### src/rtl/cfg_xlate_pkg.sv
`timescale 1ns/1ps
package cfg_xlate_pkg;

    typedef enum logic [1:0] {
        ERR_NONE  = 2'd0,
        ERR_SIZE  = 2'd1,
        ERR_NODEV = 2'd2,
        ERR_FAULT = 2'd3
    } cfg_err_e;

    typedef enum logic [1:0] {
        ST_IDLE,
        ST_READ,
        ST_WRITE,
        ST_FIN
    } cfg_state_e;

    // what the sequencer keeps of an accepted request
    typedef struct packed {
        logic [1:0] lane;
        logic [2:0] size;
        logic       write;
    } cfg_ctx_t;

    function automatic logic size_legal(logic [2:0] s);
        return (s == 3'd1) || (s == 3'd2) || (s == 3'd4);
    endfunction

    function automatic logic [31:0] lane_keep(logic [2:0] s);
        case (s)
            3'd1:    return 32'h0000_00FF;
            3'd2:    return 32'h0000_FFFF;
            default: return 32'hFFFF_FFFF;
        endcase
    endfunction

endpackage

### src/rtl/cfg_addr_gen.sv
`timescale 1ns/1ps
module cfg_addr_gen
    import cfg_xlate_pkg::*;
#(
    parameter int          SLOTS    = 16,
    parameter logic [31:0] CFG_BASE = 32'h0C00_0000,
    parameter logic [31:0] WIN_MASK = 32'hFC00_0000,
    parameter logic [31:0] CODE_T0  = 32'h0000_0002,
    parameter logic [31:0] CODE_T1  = 32'h0000_0003
) (
    input  logic       single_slot,
    input  logic [7:0] bus,
    input  logic [4:0] dev,
    input  logic [2:0] func,
    input  logic [5:0] reg_word,
    input  logic [2:0] size,
    output logic [31:0] addr,
    output logic [31:0] win,
    output cfg_err_e    err
);
    localparam int SEL_LSB = 32 - SLOTS;

    logic        type0;
    logic [31:0] sel_bit;
    logic [31:0] low_fields;

    always_comb begin
        type0      = (bus == 8'd0);
        sel_bit    = (32'(dev) < SLOTS) ? (32'd1 << (32'(dev) + SEL_LSB)) : 32'd0;
        low_fields = {21'd0, func, 8'd0} | {24'd0, reg_word, 2'b00};

        if (!size_legal(size))
            err = ERR_SIZE;
        else if (single_slot && (dev > 5'd1))
            err = ERR_NODEV;
        else if (type0 && (32'(dev) >= SLOTS))
            err = ERR_NODEV;
        else
            err = ERR_NONE;

        if (type0) begin
            win  = CODE_T0 | (sel_bit & WIN_MASK);
            addr = CFG_BASE | (sel_bit & ~WIN_MASK) | low_fields;
        end else begin
            win  = CODE_T1;
            addr = CFG_BASE | {8'd0, bus, 16'd0} | {16'd0, dev, 11'd0} | low_fields;
        end
    end
endmodule

### src/rtl/cfg_lane.sv
`timescale 1ns/1ps
module cfg_lane
    import cfg_xlate_pkg::*;
(
    input  logic [31:0] word,
    input  logic [31:0] wdata,
    input  logic [1:0]  byte_off,
    input  logic [2:0]  size,
    output logic [31:0] rd_aligned,
    output logic [31:0] merged
);
    logic [4:0]  shift;
    logic [31:0] keep;

    always_comb begin
        shift      = {byte_off, 3'b000};
        keep       = lane_keep(size);
        rd_aligned = (word >> shift) & keep;
        if (size == 3'd4)
            merged = wdata;
        else
            merged = (word & ~(keep << shift)) | ((wdata & keep) << shift);
    end
endmodule

### src/rtl/cfg_xlate.sv
`timescale 1ns/1ps
module cfg_xlate
    import cfg_xlate_pkg::*;
#(
    parameter int          SLOTS    = 16,
    parameter logic [31:0] CFG_BASE = 32'h0C00_0000,
    parameter logic [31:0] WIN_MASK = 32'hFC00_0000,
    parameter logic [31:0] CODE_T0  = 32'h0000_0002,
    parameter logic [31:0] CODE_T1  = 32'h0000_0003
) (
    input  logic        clk,
    input  logic        rst,
    input  logic        single_slot,
    input  logic        req_valid,
    input  logic        req_write,
    input  logic [7:0]  req_bus,
    input  logic [4:0]  req_dev,
    input  logic [2:0]  req_func,
    input  logic [7:0]  req_off,
    input  logic [2:0]  req_size,
    input  logic [31:0] req_wdata,
    output logic        busy,
    output logic        done,
    output logic [1:0]  rsp_err,
    output logic [31:0] rsp_rdata,
    output logic        bus_rd,
    output logic        bus_wr,
    output logic [31:0] bus_addr,
    output logic [31:0] bus_wdata,
    input  logic [31:0] bus_rdata,
    input  logic        bus_ack,
    input  logic        bus_fault,
    output logic [31:0] cfg_window
);
    cfg_state_e  state;
    cfg_ctx_t    ctx_q;
    cfg_err_e    err_q;
    logic [31:0] win_q, addr_q, wdata_q, rdata_q;

    logic [31:0] gen_addr, gen_win;
    cfg_err_e    gen_err;
    logic [31:0] rd_aligned, merged;

    cfg_addr_gen #(
        .SLOTS(SLOTS), .CFG_BASE(CFG_BASE), .WIN_MASK(WIN_MASK),
        .CODE_T0(CODE_T0), .CODE_T1(CODE_T1)
    ) u_addr (
        .single_slot(single_slot),
        .bus(req_bus),
        .dev(req_dev),
        .func(req_func),
        .reg_word(req_off[7:2]),
        .size(req_size),
        .addr(gen_addr),
        .win(gen_win),
        .err(gen_err)
    );

    cfg_lane u_lane (
        .word(bus_rdata),
        .wdata(wdata_q),
        .byte_off(ctx_q.lane),
        .size(ctx_q.size),
        .rd_aligned(rd_aligned),
        .merged(merged)
    );

    always_ff @(posedge clk) begin
        if (rst) begin
            state   <= ST_IDLE;
            ctx_q   <= '0;
            err_q   <= ERR_NONE;
            win_q   <= CODE_T0;
            addr_q  <= '0;
            wdata_q <= '0;
            rdata_q <= '0;
        end else begin
            case (state)
                ST_IDLE: if (req_valid) begin
                    ctx_q   <= '{lane: req_off[1:0], size: req_size, write: req_write};
                    err_q   <= gen_err;
                    rdata_q <= '0;
                    wdata_q <= req_wdata;
                    if (gen_err != ERR_NONE) begin
                        state <= ST_FIN;
                    end else begin
                        win_q  <= gen_win;
                        addr_q <= gen_addr;
                        state  <= (req_write && req_size == 3'd4) ? ST_WRITE : ST_READ;
                    end
                end
                ST_READ: if (bus_ack) begin
                    if (bus_fault) begin
                        rdata_q <= 32'hFFFF_FFFF;
                        err_q   <= ERR_FAULT;
                        state   <= ST_FIN;
                    end else if (ctx_q.write) begin
                        wdata_q <= merged;
                        state   <= ST_WRITE;
                    end else begin
                        rdata_q <= rd_aligned;
                        state   <= ST_FIN;
                    end
                end
                ST_WRITE: if (bus_ack) begin
                    if (bus_fault)
                        err_q <= ERR_FAULT;
                    state <= ST_FIN;
                end
                default: state <= ST_IDLE;
            endcase
        end
    end

    assign busy       = (state != ST_IDLE);
    assign done       = (state == ST_FIN);
    assign rsp_err    = err_q;
    assign rsp_rdata  = rdata_q;
    assign bus_rd     = (state == ST_READ);
    assign bus_wr     = (state == ST_WRITE);
    assign bus_addr   = addr_q;
    assign bus_wdata  = wdata_q;
    assign cfg_window = win_q;


    done_pulse_chk: assert property (@(posedge clk) disable iff (rst)
        done |=> (!done && !busy));


    bad_size_chk: assert property (@(posedge clk) disable iff (rst)
        (!busy && req_valid && req_size != 3'd1 && req_size != 3'd2 && req_size != 3'd4)
        |=> (done && rsp_err == 2'd1));


    fault_nowrite_chk: assert property (@(posedge clk) disable iff (rst)
        (bus_rd && bus_ack && bus_fault) |=> (!bus_wr && done && rsp_rdata == 32'hFFFF_FFFF));


    write_hold_chk: assert property (@(posedge clk) disable iff (rst)
        (bus_wr && !bus_ack) |=> (bus_wr && $stable(bus_addr) && $stable(bus_wdata)));


    window_keep_chk: assert property (@(posedge clk) disable iff (rst)
        (done && (rsp_err == 2'd1 || rsp_err == 2'd2)) |-> $stable(cfg_window));
endmodule

### config.mk
export PLATFORM = sky130hd
export DESIGN_NAME = cfg_xlate
export DESIGN_NICKNAME = d
export VERILOG_FILES = /design/src/rtl/cfg_xlate_pkg.sv /design/src/rtl/cfg_addr_gen.sv /design/src/rtl/cfg_lane.sv /design/src/rtl/cfg_xlate.sv
export SDC_FILE = /design/constraint.sdc
export NUM_CORES = 1
export LEC_CHECK = 0
export ABC_AREA = 1
export ABC_CLOCK_PERIOD_IN_PS = 3600
export BUFFER_PORTS_ARGS = -buffer_cell sky130_fd_sc_hd__buf_2
export CORE_ASPECT_RATIO = 2
export CORE_MARGIN = 5
export CORE_UTILIZATION = 54
export CTS_CLUSTER_DIAMETER = 30
export DETAILED_ROUTE_END_ITERATION = 7
export PLACE_DENSITY = 0.87
export SYNTH_ARGS = -nofsm -noshare
export SYNTH_HDL_FRONTEND = slang
export SYNTH_SLANG_ARGS = --single-unit
### constraint.sdc
create_clock -name clk -period 3.6 [get_ports clk]
set_input_delay 0.18 -clock clk [delete_from_list [all_inputs] [get_ports clk]]
set_output_delay 0.18 -clock clk [all_outputs]
set_load 0.02 [all_outputs]
# == Yosys cells after proc, flatten, opt, wreduce, memory -nomap -nowiden ==
# Cells that the tools add are included.
# op_classes
bitwise,10
n_eq_ne,18
n_mux,30
addsub,1
n_lt_le_gt_ge,3
n_reduce_logical,18
shift,4
# op_table
operator,n
$mux W32,12
$pmux W32 S2,3
$and A32 B32 Y32,3
$or A32 B32 Y32,2
$shl A32 B5 Y32,2
$not A32 Y32,1
$or A28 B32 Y32,1
$shl A1 B32 Y32 const A,1
$shr A32 B5 Y32,1
$or A28 B16 Y28,1
$mux W2,11
$or A11 B8 Y11,1
$ne A2 B1 Y1 const B,5
$logic_not A8 Y1,1
$reduce_and A4 Y1,2
$reduce_bool A2 Y1,4
$add A5 B5 Y6 const B,1
$eq A3 B1 Y1 const B,2
$eq A3 B2 Y1 const B,2
$eq A3 B3 Y1 const B,2
$ne A2 B2 Y1 const B,3
$pmux W2 S3,1
$reduce_and A3 Y1,2
$reduce_and A6 Y1,1
other kinds (14),19
# totals
word_cells,93
register_bits,138
out_inout_bits,134
inputBits,98

# == Logic depth before layout (Yosys ltp) ==
# logic_depth
depth_word,11
mapped_depth,12
mapped_depth_nobuf,11

# == By module ==
# Synthesis repeated with hierarchy kept, for this count alone.
# unflattened
cells_unflattened,1190
hier_area_um2,7885.1
# by_module_without_submodules
mod,cells_per_inst,area_each_um2,instances,seq_area_each_um2
cfg_xlate,714,5471.5,1,2762.6
cfg_lane,372,1780.5,1,0.0
cfg_addr_gen,104,633.1,1,0.0

# == Least setup slack after synthesis ==
# No wires, ideal clock.
# synth_path
path_kind,register to register
start,reg state[1]
end,reg wdata_q[14] (netlist: bus_wdata[14])
required_ns,3.478
n_path_buf,3
stages_incl_launch_ff,10
setup_ns,0.122
period_less_slack_ns,1.838
setup_slack_ns,1.762
arrival_time_ns,1.717
path_cell_list,dfxtp_1 -> inv_1 -> ha_1 -> buf_2 -> o21ai_0 -> nand2_4 -> inv_2 -> buf_2 -> buf_2 -> a21oi_1
# synth_between
elab_chain_cells,3
elab_cells_between_ends,10
cone_classes,6 x eq/ne; 1 x mux; 3 x reduce/logical
# synth_lines
element,line_no,rtl
from (decl),cfg_xlate.sv:35,cfg_state_e state;
from (signal assigned),cfg_xlate.sv:89,state <= (req_write && req_size == 3'd4) ? ST_WRITE : ST_READ;
$eq A2 B1 Y1 *,n/a,
via bus_rd,cfg_xlate.sv:26,"output logic bus_rd,"
$ne A2 B2 Y1 (no line) (tied with other cells),n/a,
$reduce_and A6 Y1 (no line),n/a,
to (signal assigned),cfg_xlate.sv:83,wdata_q <= req_wdata;
to (signal assigned),cfg_xlate.sv:98,wdata_q <= merged;
to (decl),cfg_xlate.sv:38,"logic [31:0] win_q, addr_q, wdata_q, rdata_q;"
# Mark *: on every way through the listed nets, which the timed path passes. The rest lies on a longest branch.
# A chain may end at the register's enable or synchronous reset.

# == Worst setup path after layout ==
# layout_path
start,reg state[1]
end,reg wdata_q[6] (netlist: bus_wdata[6])
# layout_between
elab_chain_cells,3
elab_cells_between_ends,10
cone_classes,6 x eq/ne; 1 x mux; 3 x reduce/logical
# layout_lines
element,line_no,rtl
$eq A2 B1 Y1 or $logic_not A2 Y1 (tied branches),cfg_xlate.sv:78,case (state)
$ne A2 B2 Y1 (no line) (tied with other cells),n/a,
$reduce_and A6 Y1 (no line),n/a,
# Parallel ways exist; a longest one is shown, timed or not.

==> results list <==
- Largest cells by area after synthesis: dfxtp_1, nand2_1, a21oi_1, o21ai_0, buf_4
* Buf/Inv on CP: 4
- The initialized floorplan defines 55 standard-cell rows.
- Area inside the core boundary: between 10000 and 15000 sq um
* Average footprint of a synthesized cell: ~6.4 sq um
* Biggest area consumer among synthesized cells: dfxtp_1
- The critical path ends at bus_wdata[6]$_SDFFE_PP0P_.
- The signal on the critical path passes through inv_1 -> ha_1 -> inv_2 -> o21ai_2 -> inv_2 -> nand2_4 -> inv_2 -> o21ai_2 -> a21oi_1.
* Number of sinks driven by the clock tree: 108
- Effective utilization at floorplan: between 50% and 60%
- Data on the critical path is required at its endpoint by 3.89 ns.
- At the end of routability-driven placement, the weighted congestion stood at 1.04.
* Synthesis warning total: 0
* Drt pass-1 iters: 6
- The cell area that synthesis handed to floorplanning was roughly 6200 sq um.
* Critical path launch point: state[1]$_SDFFE_PP0P_
- In this design, the largest share of critical-path delay is due to buffers and inverters.
- The count of final max-slew check failures was 0.
- Number of synthesized register bits: 108
- Based on the critical path, the design can be clocked at up to 430 MHz.
* Number of setup buffers added after CTS: 0
- Clock transition at the register clock pins on the worst setup and hold paths after CTS: 0.07 ns
* Setup slack at placement: between 1 and 1.5 ns
- Antenna violation net count after detailed routing: 0
* Data arrival time of the worst path: 2.61 ns
- Port Buf Inserts: roughly 200
* Total congestion overflow: 0
* Startpoint of the worst register-to-register path: state[1]$_SDFFE_PP0P_
- Kind of launch point of the worst setup path: register
- The tool flagged a number of max-cap violations equal to 0.
- Setup Viol. Count Final: 0
* Post-route clock skew: 0.00769 ns
- In the layout the commonest cells are nand2_1, buf_2, a21oi_1.
- CTS tree: yes
* Die Height: around 160 um
- Worst setup margin: between 1 and 1.5 ns
- Standby leakage power: approximately 3.4 nW
- Cell repeated most along the worst path: inv_2
- Using the TritonRoute via totals, the vias-per-cell ratio works out to 5.63.
- The slowest stage of the critical path is the inv_2 cell.
- Gates resized during post-CTS repair numbered 0.
* Hold buffers post-CTS: 0
- Clock period minus final worst setup slack: 2.32 ns
* Via count of the routed design: 7188
* Crit end category: register
- The worst setup path is of the reg2reg kind.
* Per-cell routed wire length: approximately 17 um
- Reg2Reg Setup Slack: between 1 and 1.5 ns
* Overall fraction of global-route tracks in use: 30.9%
- The worst path uses about 65% of the clock period.
- The die is 86.0 um wide.
* Power density of the placed cells: roughly 750 nW/um^2
- Pin count of the biggest net entering global routing: 66
- Setup repair after global routing left no endpoint under its margin.
- Number of H-tree levels: 3
- Summed over all failing endpoints, the final setup total negative slack is 0 ns.
* Least-Margin Pin Slew: about 1.1 ns
* Clock tree buffer depth: 2
- Relative area change from synthesis to final layout: 18.1%
* Register-to-Register Path Depth: 9
- Most common cell after layout, fill and taps aside: nand2_1
- Maximum net fanout on the critical path: 39
- N_diodes: 0
* Antenna violations before repair: 0
- The worst register-to-register path ends at bus_wdata[6]$_SDFFE_PP0P_.
- For this block, the initial DRC count from the detailed router was ~630.
* Sequential fraction of the synthesis area: roughly a third
- Ports placed on the boundary: around 230
- Final-stage net count: ~1200
* Global-route wire length before repair: 34000 um
- DRC Markers: 0
- Status: finished, final reports clean
* Synth top area share: about 35%
- Ratio of cells with drive above 1 in the final layout: 22.3%
* Area enclosed by the die boundary: around 14000 sq um
* Worst IR drop on VDD: about 0.40 mV
- In this run the clock root is driven by a clkbuf_16.
- After synthesis, the netlist uses 33 different library cells.
- Vias in the first global route: approximately 6900
* Worst min-delay path class: in2reg
* Clock latency on the worst-skew pair: around 0.36 ns
- Post-synthesis instance total: just under 1000
- Aggregate routed wire length: about 22000 um
* Stage delay of the slowest cell on the critical path: between 0.4 and 0.5 ns
* Cts bufs inserted: 9
* Crit. path cell count: 9
* Tightest slew margin relative to the limit: 24.9%
- Final hold violation count: 0
- Post-detailed-placement half-perimeter wirelength: approximately 17000 um
## sequential cells by signal, indices dropped and copies added, names as in the netlist
register / flops
bus_wdata: 32
rsp_err: 2
bus_addr: 27
cfg_window: 7
state: 2
ctx_q: 6
rsp_rdata: 32
## tightest hold or removal path, cell delays in order
cell     delay, ns
buf_2         0.09
nand4_1       0.07
a21oi_1       0.06
## kinds of logic after synthesis
group	synth area share [%]
compound gates	22.5
fa+ha+maj	0.802
buf+inv	12.4
flops	34.6
other cells	0.120
simple gates	29.5
## how the worst min path moves through the flow
stage / startpoint / end / slack, ns / cells after the start
2_1_floorplan: req_write / ctx_q[0]$_SDFFE_PP0P_ / 0.33 / 2
3_3_place_gp: bus_addr[1]$_SDFFE_PP0P_ / bus_addr[1]$_SDFFE_PP0P_ / 0.44 / 2
3_5_place_dp: bus_addr[0]$_SDFFE_PP0P_ / bus_addr[0]$_SDFFE_PP0P_ / 0.44 / 2
4_1_cts: req_off[5] / bus_addr[5]$_SDFFE_PP0P_ / 0.09 / 3
5_1_grt: req_func[0] / bus_addr[8]$_SDFFE_PP0P_ / 0.10 / 3
6_report: req_func[0] / bus_addr[8]$_SDFFE_PP0P_ / 0.09 / 3
## cell usage after synthesis, drive strengths merged
master	count
inv	58
a21oi	135
and2	9
clkbuf	33
o21ai	123
o22ai	1
a31oi	7
nor3	14
ha	4
or2	8
conb	2
clkinv	4
buf	64
nor4	2
nand3	42
nand4	23
nor2	71
o211ai	7
nand2	262
dfxtp	108
## layout make-up
cell class	count	area, sq um
fillers	1072	3980
multi-input cells	737	3410
flip-flops and latches	108	2160
repair buffers	213	1090
inverters	62	233
clock buffers	9	225
well taps	142	178
clock inverters	6	75.1
## routing by layer
metal  vias up  GRT usage [%]  share of wire, %
li1       3476              -                 -
met1      3128           30.9                32
met2       454           52.1                49
met3       130           7.82                10
met4         0           26.0               9.1
met5         -              0                 0
## power by group
group / internal, mW / switching, mW / total [mW] / leakage (nW)
registers: 1.48 / 0.226 / 1.71 / 0.882
logic: 0.817 / 1.97 / 2.79 / 2.37
clock network: 0.545 / 0.472 / 1.02 / 0.144
total: 2.85 / 2.67 / 5.52 / 3.39
## metrics by stage
stage	power (mW)	hold slack, ns	cell area, sq um	std cells	utilization (%)
after global placement	4.42	0.441	7070	1262	62.3
after floorplan	3.71	0.329	6340	1004	-
after global routing	5.92	0.104	7370	1277	64.9
after CTS	5.49	0.0856	7370	1277	64.9
after detailed placement	4.47	0.445	7070	1262	62.3
final	5.52	0.0895	7370	1277	64.9
(Power assumes the default switching activity.)
